**config.mk**
```make
export PLATFORM = sky130hd
export DESIGN_NAME = combo_lock_ctrl
export DESIGN_NICKNAME = d
export VERILOG_FILES = /design/src/rtl/combo_lock_pkg.sv /design/src/rtl/combo_lock_digits.sv /design/src/rtl/combo_lock_fsm.sv /design/src/rtl/combo_lock_status.sv /design/src/rtl/combo_lock_ctrl.sv
export SDC_FILE = /design/constraint.sdc
export NUM_CORES = 1
export LEC_CHECK = 0
export ABC_AREA = 1
export CAP_MARGIN = 20
export CORE_AREA = 5 5 42 44
export CTS_CLUSTER_SIZE = 30
export DETAILED_ROUTE_END_ITERATION = 8
export DIE_AREA = 0 0 47 49
export GPL_TIMING_DRIVEN = 1
export MAX_ROUTING_LAYER = met4
export PLACE_DENSITY_LB_ADDON = 0.15
export SLEW_MARGIN = 10
export SYNTH_ARGS = -nofsm -noshare
export SYNTH_HDL_FRONTEND = slang
export SYNTH_SLANG_ARGS = --single-unit
```
**constraint.sdc**
```tcl
create_clock -name clk_i -period 1.35 [get_ports clk_i]
set_input_delay 0.27 -clock clk_i [delete_from_list [all_inputs] [get_ports clk_i]]
set_output_delay 0.27 -clock clk_i [all_outputs]
set_load 0.05 [all_outputs]
```
**src/rtl/combo_lock_pkg.sv**
```systemverilog
package combo_lock_pkg;
   typedef enum logic [2:0] {
      LK_IDLE  = 3'd0,
      LK_GOOD1 = 3'd1,
      LK_BAD1  = 3'd2,
      LK_OPEN  = 3'd3,
      LK_SET1  = 3'd4,
      LK_SET2  = 3'd5,
      LK_FAULT = 3'd6
   } lock_state_t;

   localparam int unsigned LK_POSITIONS = 2;
endpackage

```
**src/rtl/combo_lock_digits.sv**
```systemverilog
module combo_lock_digits #(
   parameter int unsigned DIGIT_W  = 2,
   parameter logic [DIGIT_W-1:0] DEF_FIRST  = 2'b11,
   parameter logic [DIGIT_W-1:0] DEF_SECOND = 2'b01
) (
   input  logic               clk_i,
   input  logic               rst_i,
   input  logic               load_default_i,
   input  logic               wr_first_i,
   input  logic               wr_second_i,
   input  logic               sel_second_i,
   input  logic [DIGIT_W-1:0] code_i,
   output logic               match_o
);
   import combo_lock_pkg::*;

   localparam int unsigned FLAT_W = DIGIT_W * LK_POSITIONS;
   localparam logic [FLAT_W-1:0] DEF_FLAT = {DEF_SECOND, DEF_FIRST};

   logic [LK_POSITIONS-1:0] wr_en;
   logic [FLAT_W-1:0]       digits;
   logic [DIGIT_W-1:0]      expected;

   assign wr_en = {wr_second_i, wr_first_i};

   for (genvar p = 0; p < LK_POSITIONS; p++) begin : g_pos
      logic [DIGIT_W-1:0] digit_q;
      always_ff @(posedge clk_i) begin
         if (load_default_i)
            digit_q <= DEF_FLAT[p*DIGIT_W +: DIGIT_W];
         else if (wr_en[p])
            digit_q <= code_i;
      end
      assign digits[p*DIGIT_W +: DIGIT_W] = digit_q;
   end

   assign expected = sel_second_i ? digits[DIGIT_W +: DIGIT_W] : digits[0 +: DIGIT_W];
   assign match_o  = (code_i == expected);

   // default values appear after a load
   a_r2_default_load: assert property (@(posedge clk_i) disable iff (rst_i)
      load_default_i |=> (digits == DEF_FLAT));
   // digits hold without a load or a write
   a_r9_digits_hold: assert property (@(posedge clk_i) disable iff (rst_i)
      (!load_default_i && !wr_first_i && !wr_second_i) |=> $stable(digits));
   // a write lands the code in the first position
   a_r7_first_write: assert property (@(posedge clk_i) disable iff (rst_i)
      (wr_first_i && !load_default_i) |=> (digits[0 +: DIGIT_W] == $past(code_i)));
endmodule

```
**src/rtl/combo_lock_fsm.sv**
```systemverilog
module combo_lock_fsm (
   input  logic                        clk_i,
   input  logic                        rst_i,
   input  logic                        enter_i,
   input  logic                        match_i,
   output logic                        sel_second_o,
   output logic                        wr_first_o,
   output logic                        wr_second_o,
   output combo_lock_pkg::lock_state_t state_o
);
   import combo_lock_pkg::*;

   lock_state_t state_q, state_d;

   always_comb begin
      state_d = state_q;
      if (enter_i) begin
         unique case (state_q)
            LK_IDLE:  state_d = match_i ? LK_GOOD1 : LK_BAD1;
            LK_GOOD1: state_d = match_i ? LK_OPEN  : LK_FAULT;
            LK_BAD1:  state_d = LK_FAULT;
            LK_OPEN:  state_d = LK_SET1;
            LK_SET1:  state_d = LK_SET2;
            LK_SET2:  state_d = LK_OPEN;
            LK_FAULT: state_d = LK_IDLE;
            default:  state_d = LK_IDLE;
         endcase
      end
   end

   always_ff @(posedge clk_i) begin
      if (rst_i) state_q <= LK_IDLE;
      else       state_q <= state_d;
   end

   assign sel_second_o = (state_q == LK_GOOD1);
   assign wr_first_o   = !rst_i && enter_i && (state_q == LK_SET1);
   assign wr_second_o  = !rst_i && enter_i && (state_q == LK_SET2);
   assign state_o      = state_q;

   // no enter, no move
   a_r9_state_hold: assert property (@(posedge clk_i) disable iff (rst_i)
      !enter_i |=> $stable(state_q));
   // bad first digit always leads to fault
   a_r4_bad_to_fault: assert property (@(posedge clk_i) disable iff (rst_i)
      (state_q == LK_BAD1 && enter_i) |=> (state_q == LK_FAULT));
   // fault clears on enter
   a_r6_fault_clear: assert property (@(posedge clk_i) disable iff (rst_i)
      (state_q == LK_FAULT && enter_i) |=> (state_q == LK_IDLE));
   // reset lands in idle
   a_r1_reset_idle: assert property (@(posedge clk_i)
      rst_i |=> (state_q == LK_IDLE));
endmodule

```
**src/rtl/combo_lock_status.sv**
```systemverilog
module combo_lock_status (
   input  logic                        clk_i,
   input  logic                        rst_i,
   input  combo_lock_pkg::lock_state_t state_i,
   output logic                        unlocked_o,
   output logic                        fault_o,
   output logic                        set_first_o,
   output logic                        set_second_o
);
   import combo_lock_pkg::*;

   assign unlocked_o   = (state_i == LK_OPEN);
   assign fault_o      = (state_i == LK_FAULT);
   assign set_first_o  = (state_i == LK_SET1);
   assign set_second_o = (state_i == LK_SET2);

   // at most one indication
   a_r10_onehot: assert property (@(posedge clk_i) disable iff (rst_i)
      $onehot0({unlocked_o, fault_o, set_first_o, set_second_o}));
endmodule

```
**src/rtl/combo_lock_ctrl.sv**
```systemverilog
module combo_lock_ctrl #(
   parameter int unsigned DIGIT_W = 2,
   parameter logic [DIGIT_W-1:0] DEF_FIRST  = 2'b11,
   parameter logic [DIGIT_W-1:0] DEF_SECOND = 2'b01
) (
   input  logic               clk_i,
   input  logic               rst_i,
   input  logic [DIGIT_W-1:0] code_i,
   input  logic               enter_i,
   input  logic               load_default_i,
   output logic               unlocked_o,
   output logic               fault_o,
   output logic               set_first_o,
   output logic               set_second_o
);
   import combo_lock_pkg::*;

   localparam int unsigned MAX_W = 16;

   if (DIGIT_W < 1 || DIGIT_W > MAX_W) begin : g_bad_width
      $error("combo_lock_ctrl: DIGIT_W out of range");
   end

   logic        match, sel_second, wr_first, wr_second;
   lock_state_t state;

   combo_lock_digits #(
      .DIGIT_W   (DIGIT_W),
      .DEF_FIRST (DEF_FIRST),
      .DEF_SECOND(DEF_SECOND)
   ) i_digits (
      .clk_i         (clk_i),
      .rst_i         (rst_i),
      .load_default_i(load_default_i),
      .wr_first_i    (wr_first),
      .wr_second_i   (wr_second),
      .sel_second_i  (sel_second),
      .code_i        (code_i),
      .match_o       (match)
   );

   combo_lock_fsm i_fsm (
      .clk_i       (clk_i),
      .rst_i       (rst_i),
      .enter_i     (enter_i),
      .match_i     (match),
      .sel_second_o(sel_second),
      .wr_first_o  (wr_first),
      .wr_second_o (wr_second),
      .state_o     (state)
   );

   combo_lock_status i_status (
      .clk_i       (clk_i),
      .rst_i       (rst_i),
      .state_i     (state),
      .unlocked_o  (unlocked_o),
      .fault_o     (fault_o),
      .set_first_o (set_first_o),
      .set_second_o(set_second_o)
   );

   // open plus enter starts programming
   a_r7_open_to_prog: assert property (@(posedge clk_i) disable iff (rst_i)
      (unlocked_o && enter_i) |=> set_first_o);
   // second-digit wait, match and enter opens
   a_r3_open_on_match: assert property (@(posedge clk_i) disable iff (rst_i)
      (sel_second && match && enter_i) |=> unlocked_o);
endmodule

```
[Word-level counts from Yosys, hierarchy flattened]
Cells that the tools add are included.
Storage, ports and cells
  input port bits: 6
  output and inout port bits: 4
  word-level logic and storage cells: 19
  register bits after elaboration: 7
Operators by class
  reductions and logical operators: 5
  multiplexer cells: 4
  eq/ne operators: 7
Operators with widths (count)
  3-bit one-hot mux with 6 select lines: 1
  3-bit equality test (second input constant): 3
  3-bit by 2-bit equality test with 1-bit output (second input constant): 2
  2-bit 2-to-1 mux: 2
  3-bit by 1-bit equality test with 1-bit output (second input constant): 1
  1-bit logical AND: 3
  3-bit logical NOT: 1
  3-bit 2-to-1 mux: 1
  2-bit equality test: 1
  1-bit logical NOT: 1

[Logic depth before layout (Yosys ltp)]
  depth in word-level cells: 5
  mapped depth: 12
  gate-level depth less buffers: 12

[By module]
Synthesis repeated with hierarchy kept, for this count alone.
Unflattened totals
  cell total of the unflattened synthesis: 72
  area, all modules: 422.9 µm²
By module, submodules not included
  combo_lock_digits: sequential area each 80.1 µm², area each 210.2 µm², cells an instance 34, times used 1
  combo_lock_fsm: sequential area each 60.1 µm², area each 178.9 µm², cells an instance 29, times used 1
  combo_lock_status: sequential area each 0.0 µm², area each 33.8 µm², cells an instance 9, times used 1

[Worst setup path before layout]
No wires, ideal clock.
  path type: register -> output
  start: register i_fsm.state_q[1] (netlist: i_fsm.state_o[1])
  end: output port fault_o
  cell stages (with the launch flop): 3
  slack: -493 ps
  data arrival time: 1573 ps
  data required time: 1080 ps
  buffers on the path: 0
  cells stage by stage: dfxtp_1 > inv_2 > nor3_1
Between the ends
  cells in the longest elaborated chain, start to end: 1
Ends and longest elaborated chain
  start: declaration: line combo_lock_fsm.sv:13  | lock_state_t state_q, state_d;
  start signal: assignment: line combo_lock_fsm.sv:33  | else state_q <= state_d;
  3-bit equality test: line combo_lock_status.sv:13  | assign fault_o = (state_i == LK_FAULT);
  end: declaration: line combo_lock_ctrl.sv:12  | output logic fault_o,
Every way passes these cells.

[Final worst setup path]
  start: register i_fsm.state_q[2] (netlist: i_fsm.state_o[2])
  end: output port set_first_o
Between the ends
  cells in the longest elaborated chain, start to end: 1
Ends and longest elaborated chain
  3-bit equality test: line combo_lock_status.sv:14  | assign set_first_o = (state_i == LK_SET1);
  end: declaration: line combo_lock_ctrl.sv:13  | output logic set_first_o,
Every way passes these cells.

==> impl_metrics.json <==
{
  "route.vias.total": 568,
  "synth.distinct_cells": 17,
  "cts_buffer_depth": 2,
  "synth_top_family_by_area": "simple AND/OR/NAND/NOR gates",
  "firstDrtPassIters": 4,
  "vdd_ir_drop_max_v": 0.000490,
  "cp.arrival_ns": 1.12,
  "path_cells": "inv_6, nor3_4, buf_12",
  "crit_required_ns": 1.08,
  "cts_buffers": 3,
  "clockRootBuffer": "clkbuf_4",
  "synth_compound_area_share_pct": 11.7,
  "grt_use_total_pct": 13.8,
  "synth_area_um2": 450,
  "slowest_delay_ns": 0.39,
  "worstSetupStartpointType": "flip-flop",
  "yosysTopAreaCell": "dfxtp_1",
  "holdPathStages": 2,
  "syn_area_per_cell_um2": 6.26,
  "r2r_slack_ns": 0.02,
  "synth_cells": 72,
  "antenna_found_initial": 0,
  "synth_mux_area_share_pct": 0,
  "yosys.area_share.simple_pct": 42.5,
  "initial_core_util_pct": 32.1,
  "grt_max_degree": 7,
  "rsz0062_at_grt": "yes",
  "chipWidth_um": 47,
  "crit_family": "flip-flops",
  "drt_iter0_drc": 17,
  "grt.overflow.total": 0,
  "final_antenna_net_count": 0,
  "drv_cap": 0,
  "violations": "setup timing",
  "clk_pin_slew_ns": 0.05,
  "layout_setup_ws_ns": -0.0365,
  "criticalPathCategory": "reg2out",
  "r2r_start": "i_fsm.state_o[0]",
  "synth.area.top_cells": "dfxtp_1 31%, nand2_1 19%, inv_1 10%, nand3_1 6.7%, o211ai_1 5.0%",
  "clock_latency_ns": 0.25,
  "die_y_um": 49,
  "critPathCaptureType": "output pin",
  "dieArea_mm2": 0.00230,
  "placement.io_buffers": 9,
  "ioPinCount": 10,
  "synth_top_area_share_pct": 31.1,
  "syn-num-nets": 78,
  "r2r_end": "i_fsm.state_o[2]",
  "place_inst": 105,
  "clock_sinks": 7,
  "rows": 14,
  "cp_slowest_cell": "dfxtp_4",
  "fillers": 121,
  "powerDensity_mw_per_mm2": 797,
  "drc": 0,
  "synth-warning-count": 0,
  "core_mm2": 0.00140,
  "placed_area_um2": 687,
  "skew_ns": 0.00278,
  "place_congestion": 0.895,
  "hp-class": "reg2reg",
  "outcome": "finished, violations left",
  "crit_path_max_fanout": 6,
  "stdcell_count": 121,
  "htree_levels": 1,
  "hpwlAfterDp_um": 869,
  "yosys_register_bits": 7,
  "vias_per_cell": 4.69,
  "min_to": "i_digits.g_pos[1].digit_q[1]",
  "grt_pass1_wl_um": 2210,
  "fmax_mhz": 721,
  "cts_tree": "yes",
  "hold_start": "i_digits.g_pos[1].digit_q[1]",
  "holdBufCountCts": 0,
  "path_buf_inv": 2,
  "relSlewSlack_pct": 85.4,
  "ys_seq_area_share_pct": 31.1,
  "tightest_slew_ns": 0.216,
  "finalCritPeriodShare_pct": 103,
  "ff2ff_path_depth": 12,
  "power.static_leakage_uw": 0.000435,
  "setup_viol": 4,
  "min_period_ns": 1.39,
  "syn_to_final_growth_pct": 93.1,
  "synth-xor-area-share_pct": 0,
  "synthAdderAreaFrac_pct": 0,
  "finalHoldViolations": 0,
  "wirelength_um": 1330,
  "routedWlPerCell_um": 11.0,
  "grt_pass1_vias": 511,
  "num_antenna_cells": 0,
  "slew_viol_final": 0,
  "fin_area_um2": 870,
  "final_layout_size_suffix_gt1_share_pct": 44.8,
  "nets": 112
}
## worst min-delay path, stage by stage (launching register included)
cell and delay [ns]:
dfxtp_1 0.30, inv_1 0.07, a21oi_1 0.06
## synth_stat cells
library cell,number
nand3_1,6
nor2_2,1
inv_1,12
nand2_1,23
nor3_2,1
clkbuf_8,1
o211ai_1,3
nand3_2,1
dfxtp_1,7
nor2_1,4
nand2_2,1
nor3_1,2
nand2_4,1
o21ai_0,2
a21oi_1,4
inv_2,2
nand4_1,1
## per-layer routing
metal,track usage [%],vias to the layer above,part of all wire (%)
met3,2.21,2,4.4
met1,16.6,256,45
li1,-,297,-
met4,8.29,0,1.3
met2,20.8,13,50
met5,-,-,0
## final cells by class
class	count	area (um2)	area share (%)
Inverter	14	60.1	6.91
Timing Repair Buffer	30	308	35.4
Clock buffer	4	26.3	3.02
Tap cell	16	20.0	2.30
Multi-Input combinational cell	50	307	35.3
Sequential cell	7	149	17.1
## kinds of logic (layout without fill, tap and decap cells)
kind of cell,Yosys count,in the layout
AND/OR/NAND/NOR,41,41
flip-flops,7,7
buffers and inverters,15,48
AO/OA/AOI/OAI,9,9
## power breakdown
group | switching [uW] | internal, uW | total (uW)
sequential | 14.9 | 218 | 233
clock | 76.1 | 113 | 189
combinational | 133 | 138 | 271
## how the worst max path moves through the flow
stage          slack (ns)  cells after the start               end        startpoint
2_1_floorplan       -0.11                      2           fault_o  i_fsm.state_o[1]
3_3_place_gp        -0.02                     10  i_fsm.state_o[2]         code_i[1]
3_5_place_dp        -0.04                     10  i_fsm.state_o[1]         code_i[1]
4_1_cts             -0.05                      3       set_first_o  i_fsm.state_o[0]
5_1_grt             -0.09                      3       set_first_o  i_fsm.state_o[2]
6_report            -0.04                      3       set_first_o  i_fsm.state_o[2]
## flip-flops by register name, summed over array words and instances (netlist names)
register                cells
i_digits.g_pos.digit_q      4
i_fsm.state_o               3
## layout by cell type, fill, tap and decap left out
cell type	n
nand2_1	21
buf_4	18
inv_1	12
clkdlybuf4s50_1	5
buf_12	5
nand3_1	4
dfxtp_1	4
nand2_2	3
o211ai_1	3
clkbuf_4	3
nor3_4	2
nor2_4	2
nand3_2	2
a21oi_2	2
nor2_1	2
a21oi_1	2
dfxtp_4	2
buf_6	2
inv_6	1
inv_4	1
nand2_4	1
nor2_2	1
nand3_4	1
nand4_1	1
o21ai_1	1
nor3_1	1
o21ai_0	1
clkbuf_1	1
dfxtp_2	1
## stage by stage
stage          setup WS, ns  power (uW)  utilization [%]  setup TNS, ns  hold WS, ns
2_1_floorplan        -0.106         345                -         -0.191        0.329
3_5_place_dp        -0.0403         420             49.0         -0.100        0.464
5_1_grt             -0.0949         744             62.1         -0.513        0.516
3_3_place_gp        -0.0242         422             49.0        -0.0415        0.464
6_report            -0.0365         693             62.1        -0.0894        0.474
4_1_cts             -0.0488         668             58.0        -0.0903        0.475
## repair_timing
action,CTS,global route
resized for setup,7,9
endpoints found under the setup margin,4,9
pin swaps,2,8
buffers inserted,10,4
No activity file was read; power rests on OpenSTA's default activity.
